$ cat config.mk
export PLATFORM = sky130hd
export DESIGN_NAME = region_contention_arbiter
export DESIGN_NICKNAME = d
export VERILOG_FILES = /design/src/rtl/arb_pkg.sv /design/src/rtl/shared_region_decode.sv /design/src/rtl/contention_grant.sv /design/src/rtl/stall_counter.sv /design/src/rtl/region_contention_arbiter.sv
export SDC_FILE = /design/constraint.sdc
export NUM_CORES = 1
export LEC_CHECK = 0
export BUFFER_PORTS_ARGS = -buffer_cell sky130_fd_sc_hd__buf_2
export CORE_UTILIZATION = 47
export CTS_CLUSTER_SIZE = 12
export DETAILED_ROUTE_END_ITERATION = 10
export PLACE_DENSITY = 0.83
export SYNTH_ARGS = -nofsm -noshare
export SYNTH_HDL_FRONTEND = slang
export SYNTH_SLANG_ARGS = --single-unit
$ cat constraint.sdc
create_clock -name clk -period 1.95 [get_ports clk]
set_input_delay 0.585 -clock clk [delete_from_list [all_inputs] [get_ports clk]]
set_output_delay 0.585 -clock clk [all_outputs]
set_load 0.01 [all_outputs]
$ cat src/rtl/arb_pkg.sv
package arb_pkg;
  // Registered decision for one cycle
  typedef struct packed {
    logic stall;
    logic cpu_en;
    logic vid_en;
    logic grant;
  } arb_out_t;
endpackage

$ cat src/rtl/shared_region_decode.sv
module shared_region_decode #(
  parameter int          ADDR_W      = 16,
  parameter int unsigned REGION_BASE = 0,
  parameter int unsigned REGION_SIZE = 16384
) (
  input  logic [ADDR_W-1:0] cpu_addr,
  input  logic              cpu_req,
  output logic              in_region,
  output logic              hit
);
  localparam logic [ADDR_W-1:0] OFFS_MASK = ADDR_W'(REGION_SIZE - 1);
  localparam logic [ADDR_W-1:0] BASE_VAL  = ADDR_W'(REGION_BASE);

  always_comb begin
    in_region = ((cpu_addr & ~OFFS_MASK) == BASE_VAL);
    hit       = cpu_req && in_region;
  end
endmodule

$ cat src/rtl/contention_grant.sv
module contention_grant
  import arb_pkg::*;
(
  input  logic     clk,
  input  logic     rst,
  input  logic     hit,
  input  logic     vid_busy,
  output arb_out_t q
);
  arb_out_t d;

  always_comb begin
    d.grant  = vid_busy;
    d.vid_en = vid_busy;
    d.stall  = hit && vid_busy;
    d.cpu_en = hit && !vid_busy;
  end

  always_ff @(posedge clk) begin
    if (rst) q <= '0;
    else     q <= d;
  end

  AST_ENABLES_EXCLUSIVE: assert property (@(posedge clk) disable iff (rst)
    !(q.cpu_en && q.vid_en));
endmodule

$ cat src/rtl/stall_counter.sv
module stall_counter #(
  parameter int CNT_W = 16
) (
  input  logic             clk,
  input  logic             rst,
  input  logic             inc,
  output logic [CNT_W-1:0] cnt
);
  localparam logic [CNT_W-1:0] CNT_MAX = '1;

  always_ff @(posedge clk) begin
    if (rst)                      cnt <= '0;
    else if (inc && cnt != CNT_MAX) cnt <= cnt + CNT_W'(1);
  end

  AST_COUNT_STEP: assert property (@(posedge clk) disable iff (rst)
    !$past(rst) |-> (cnt == $past(cnt) || cnt == $past(cnt) + CNT_W'(1)));
  AST_COUNT_SATURATE: assert property (@(posedge clk) disable iff (rst)
    !$past(rst) && $past(cnt) == CNT_MAX |-> cnt == CNT_MAX);
endmodule

$ cat src/rtl/region_contention_arbiter.sv
module region_contention_arbiter
  import arb_pkg::*;
#(
  parameter int          ADDR_W      = 16,
  parameter int unsigned REGION_BASE = 0,
  parameter int unsigned REGION_SIZE = 16384,
  parameter int          CNT_W       = 16
) (
  input  logic              clk,
  input  logic              rst,
  input  logic [ADDR_W-1:0] cpu_addr,
  input  logic              cpu_req,
  input  logic              vid_busy,
  output logic              cpu_stall,
  output logic              ram_cpu_en,
  output logic              ram_vid_en,
  output logic              vid_grant,
  output logic [CNT_W-1:0]  stall_count
);
  logic     in_region;
  logic     hit;
  arb_out_t q;

  shared_region_decode #(
    .ADDR_W(ADDR_W), .REGION_BASE(REGION_BASE), .REGION_SIZE(REGION_SIZE)
  ) u_decode (
    .cpu_addr(cpu_addr), .cpu_req(cpu_req), .in_region(in_region), .hit(hit)
  );

  contention_grant u_grant (
    .clk(clk), .rst(rst), .hit(hit), .vid_busy(vid_busy), .q(q)
  );

  // Counts each cycle that the registered stall is about to show
  stall_counter #(.CNT_W(CNT_W)) u_count (
    .clk(clk), .rst(rst), .inc(hit && vid_busy), .cnt(stall_count)
  );

  assign cpu_stall  = q.stall;
  assign ram_cpu_en = q.cpu_en;
  assign ram_vid_en = q.vid_en;
  assign vid_grant  = q.grant;

  AST_STALL_NEEDS_VIDEO: assert property (@(posedge clk) disable iff (rst)
    cpu_stall |-> $past(vid_busy) && $past(cpu_req));
  AST_NO_STALL_OUTSIDE: assert property (@(posedge clk) disable iff (rst)
    !$past(in_region) |-> !cpu_stall);
  AST_VIDEO_PRIORITY: assert property (@(posedge clk) disable iff (rst)
    !$past(rst) && $past(vid_busy) |-> vid_grant && !ram_cpu_en);
  AST_STALL_RELEASE: assert property (@(posedge clk) disable iff (rst)
    $fell(vid_busy) |=> !cpu_stall);
endmodule

# Word level (Yosys, flattened, before mapping)
# Index checks and enable logic that the tools add are counted.
[totals]
input_bits = 20
ff_bits = 19
elab_cells = 12
[classes]
n_addsub = 1
n_reduce_logical = 6
n_eq_ne = 1
[op_table]
columns = ["op", "count"]
rows = [
  ["$add 16x1->16 const B", 1],
  ["$logic_not 16->1", 1],
  ["$ne 16x16->1 const B", 1],
  ["$logic_and 1x1->1", 4],
  ["$logic_not 1->1", 1],
]

# Logic depth before layout (Yosys ltp)
[logic_depth]
word_depth = 4
ltp_mapped = 6
ltp_nobuf = 5

# Modules after synthesis
# A second synthesis with hierarchy kept.
[unflattened]
hier_cells = 109
hier_area_um2 = 964.7
[modules_own_cells]
columns = ["module", "cells_per_inst", "seq_area_each_um2", "area_per_inst_um2", "n_inst"]
rows = [
  ["stall_counter", 99, 320.3, 848.3, 1],
  ["contention_grant", 7, 60.1, 93.8, 1],
  ["shared_region_decode", 2, 0.0, 16.3, 1],
  ["region_contention_arbiter", 1, 0.0, 6.3, 1],
]

# Worst setup path before layout
# No wires, ideal clock.
[synth_path]
kind = "input to register"
startpoint = "input port cpu_addr[14]"
endpoint = "register u_count.cnt[10]"
t_required_ns = 1.880
setup_time_ns = 0.070
arrival_ns = 1.596
path_buffers = 0
cell_stages = 4
setup_slack_ns = 0.283
path_cell_list = "and4bb_2 -> o311ai_2 -> or4_1 -> a21oi_1"
[synth_between]
elab_chain_len = 4
[synth_lines]
columns = ["item", "line_no", "rtl"]
rows = [
  ["start: declaration", "region_contention_arbiter.sv:11", "input logic [ADDR_W-1:0] cpu_addr,"],
  ["$logic_not 16->1", "shared_region_decode.sv:15", "in_region = ((cpu_addr & ~OFFS_MASK) == BASE_VAL);"],
  ["$logic_and 1x1->1", "shared_region_decode.sv:16", "hit = cpu_req && in_region;"],
  ["$logic_and 1x1->1", "region_contention_arbiter.sv:36", ".clk(clk), .rst(rst), .inc(hit && vid_busy), .cnt(stall_count)"],
  ["$logic_and 1x1->1", "stall_counter.sv:13", "else if (inc && cnt != CNT_MAX) cnt <= cnt + CNT_W'(1);"],
  ["end signal: assignment", "stall_counter.sv:13", ""],
  ["end: declaration", "stall_counter.sv:7", "output logic [CNT_W-1:0] cnt"],
]
# Every way passes these cells.
# A chain may end at the register's enable or synchronous reset.

# Worst setup path after layout
[layout_path]
startpoint = "register u_count.cnt[0]"
endpoint = "register u_count.cnt[10]"
[layout_between]
elab_chain_len = 2
word_cells_on_any_way = 3
cone_classes = "1 x add/sub; 1 x eq/ne; 1 x reduce/logical"
[layout_lines]
columns = ["item"]
rows = [
  ["parallel branches: the longest is 2 deep, another holds $add 16x1->16"],
]
# Several ways; the timed one is not identified.

==> run_results.csv <==
group,metric,value,unit
run_status,status,"complete, no violations",
setup_path,r2r-end,"u_count.cnt[10]",
drt,drc,0,
global_route,grt_max_degree,20,
cells_and_area,layout_common_cells,"buf_2, dfxtp_1, a21oi_1, nand2_1",
power,p_int,0.478,mW
power,pwr-share-clk,32.3,%
die,die_h,48.2,um
setup_path,regToRegSetupSlack,0.19,ns
setup_path,crit_required,2.18,ns
drt,finalWirelength,2.26,mm
global_route,overflow,0,
clocking,postCtsSetupBuffers,0,
placement,numPortBuffers,25,
drt,ant_nets,0,
yosys,synth_edf_count,0,
global_route,grt_pass1_wl,3.34,mm
cells_and_area,fillers,181,
cells_and_area,synthToLayoutAreaGrowth,16.1,%
timing,tightest_slew,0.408,ns
yosys,syn_avg_cell_area,9.44,sq um
clocking,cts_resized,0,
worst_hold_path,min_path_type,"input pin to flop",
drt,vias,967,
die,placementRows,16,
setup_path,cp.arrival,1.99,ns
timing,fin_tns_setup,0,ns
clocking,cts_buffers,3,
placement,dpl.hpwl,1.63,mm
global_route,met2_usage,34.4,%
yosys,yosysTopAreaCellShare,38.0,%
die,core_area,1980,sq um
drt,dr.pass1.iters,4,
yosys,syn_nets,127,
cells_and_area,antenna_cells,0,
timing,finalSetupViolations,0,
yosys,ys_types,36,
cells_and_area,fin_util,58.6,%
cells_and_area,layout.nets,155,
global_route,grt-busiest-layer,"met2",
timing,fmax,0.567,GHz
yosys,synthCells,106,
worst_hold_path,min_path_cells,2,
clocking,cts_tree,"done",
flow_run,cap_violations,0,
setup_path,startpoint,"u_count.cnt[0]",
setup_path,rr_worst_depth,5,
cells_and_area,stdcell_count,160,
yosys,synth_ff_type,"dfxtp_1",
power,vdd_drop_max,0.288,mV
clocking,htree_levels,1,
placement,routabilityCongestion,0.830,
power,power_density,536,nW/um^2
setup_path,rr_startpoint,"u_count.cnt[0]",
setup_path,worstSetupPathType,"flop to flop",
die,fp.dieW,48.2,um
clocking,clkTransAtPathRegs,0.11,ns
setup_path,cp_max_fo,6,
global_route,gr-usage-met1,25.9,%
clocking,insertion_delay,0.30,ns
setup_path,crit_path_start_kind,"flop",
yosys,ys_warn_count,0,
yosys,ys_ff_latch,19,
timing,max-slew-margin-rel,72.7,%
power,power_frac_seq,62.9,%
clocking,cts_hold_buf,0,
power,netSwitchingPower,0.145,mW
yosys,synthArstFlopShare,0,%
global_route,grt_pass1_vias,775,
die,io_pins,40,
timing,hold_viol_final,0,
clocking,clkSinkCount,19,
clocking,cts.path.max_buffers,2,
drt,avgViaCountPerCell,6.04,
timing,rsz0062_at_grt,"no",
setup_path,crit_end,"u_count.cnt[10]",
yosys,yosys.area.top_type,"dfxtp_1",
yosys,yosysSeqAreaShare,38.0,%
drt,wire_per_inst,14.1,um
power,power.leakage,0.481,nW
global_route,track_usage,20.5,%
timing,finalCritPeriodShare,90.5,%
power,combPwrFrac,4.8,%
cells_and_area,drive_gt1_share,30.1,%
setup_path,crit_path_end_kind,"flop",
die,start_util,50.5,%
yosys,synth.area.top_cells,"dfxtp_1, a21oi_1, o31ai_1",
cells_and_area,final_common_cell,"buf_2",
yosys,syn-cell-area,1000,sq um
timing,final.min_clock_period,1.76,ns
drt,drt_iter0_drc,16,
global_route,antenna_found_initial,0,
clocking,cts_root_buffer,"clkbuf_4",
timing,drv_slew,0,
power,swShare,23.2,%
timing,fin_skew,0.00725,ns
global_route,grt_use_met3,3.70,%
die,die-area,2320,sq um
placement,dp.cells,156,
-- kinds of logic (layout without fill, tap and decap cells) --
group | after synthesis | count (layout) | share of synthesized area [%]
xor gates and xnor gates | 1 | 1 | 0.875
adders and majority gates | 1 | 1 | 1.25
and+or+nand+nor | 50 | 50 | 34.4
DFF | 19 | 19 | 38.0
AOI/OAI and AO/OA | 27 | 27 | 18.2
muxes | 2 | 2 | 2.12
buffers and inverters | 6 | 33 | 5.12
-- cells in the mapped netlist (3+ instances only) --
cell type  number
or4_1           6
nand4_1         3
or3_1           4
and3_1          3
o31ai_1         6
nand3_1         4
nor2_1          5
and4_1          3
o41ai_1         3
a21oi_1        13
dfxtp_1        19
nand2_1         9
-- worst min-delay path by stage --
stage               slack [ns]             end           start
floorplan                 0.52  u_count.cnt[3]  u_count.cnt[3]
global route              0.47    u_grant.q[2]        vid_busy
global placement          0.50  u_count.cnt[3]  u_count.cnt[3]
finish                    0.47    u_grant.q[2]        vid_busy
CTS                       0.46    u_grant.q[2]        vid_busy
detailed placement        0.51  u_count.cnt[3]  u_count.cnt[3]
-- per-stage QoR --
| step | hold slack, ns | setup WS, ns | power [mW] | instance area, sq um |
|---|---|---|---|---|
| after CTS | 0.465 | 0.208 | 0.628 | 1160 |
| after floorplan | 0.523 | 0.283 | 0.420 | 1000 |
| after detailed placement | 0.513 | 0.00300 | 0.431 | 1130 |
| after global routing | 0.468 | 0.0597 | 0.649 | 1160 |
| final | 0.466 | 0.186 | 0.623 | 1160 |
| after global placement | 0.500 | 0.0618 | 0.429 | 1130 |
-- cell type report --
| class | count | area [sq um] | share of cell area (%) |
|---|---|---|---|
| inverters | 1 | 3.75 | 0.323 |
| clock inverters | 1 | 5.00 | 0.431 |
| flip-flops and latches | 19 | 380 | 32.7 |
| well taps | 27 | 33.8 | 2.91 |
| multi-input cells | 81 | 569 | 49.0 |
| repair buffers | 28 | 148 | 12.7 |
| clock buffers | 3 | 22.5 | 1.94 |
-- layer usage --
metal  wire (um)  vias to the layer above
met4          25                        0
met1        1030                      464
met2        1090                       32
met5           0                        -
li1            -                      468
met3         114                        3
-- state kept, by name, summed over array words and instances (netlist names) --
register     cells
u_count.cnt     16
u_grant.q        3
-- power by group through the flow --
| stage | logic [mW] | clock network, mW | registers (mW) |
|---|---|---|---|
| 5_1_grt | 0.0333 | 0.223 | 0.393 |
| 2_1_floorplan | 0.0180 | 0 | 0.402 |
| 4_1_cts | 0.0301 | 0.206 | 0.392 |
| 6_report | 0.0296 | 0.201 | 0.392 |
| 3_5_place_dp | 0.0300 | 0 | 0.401 |
| 3_3_place_gp | 0.0282 | 0 | 0.401 |
-- critical path, cell delays in order (launching register included) --
cell	delay (ns)
dfxtp_1	0.42
ha_1	0.25
and3_1	0.24
o311ai_2	0.17
or4_1	0.44
a21oi_1	0.18
Power figures use the tool's default switching activity.
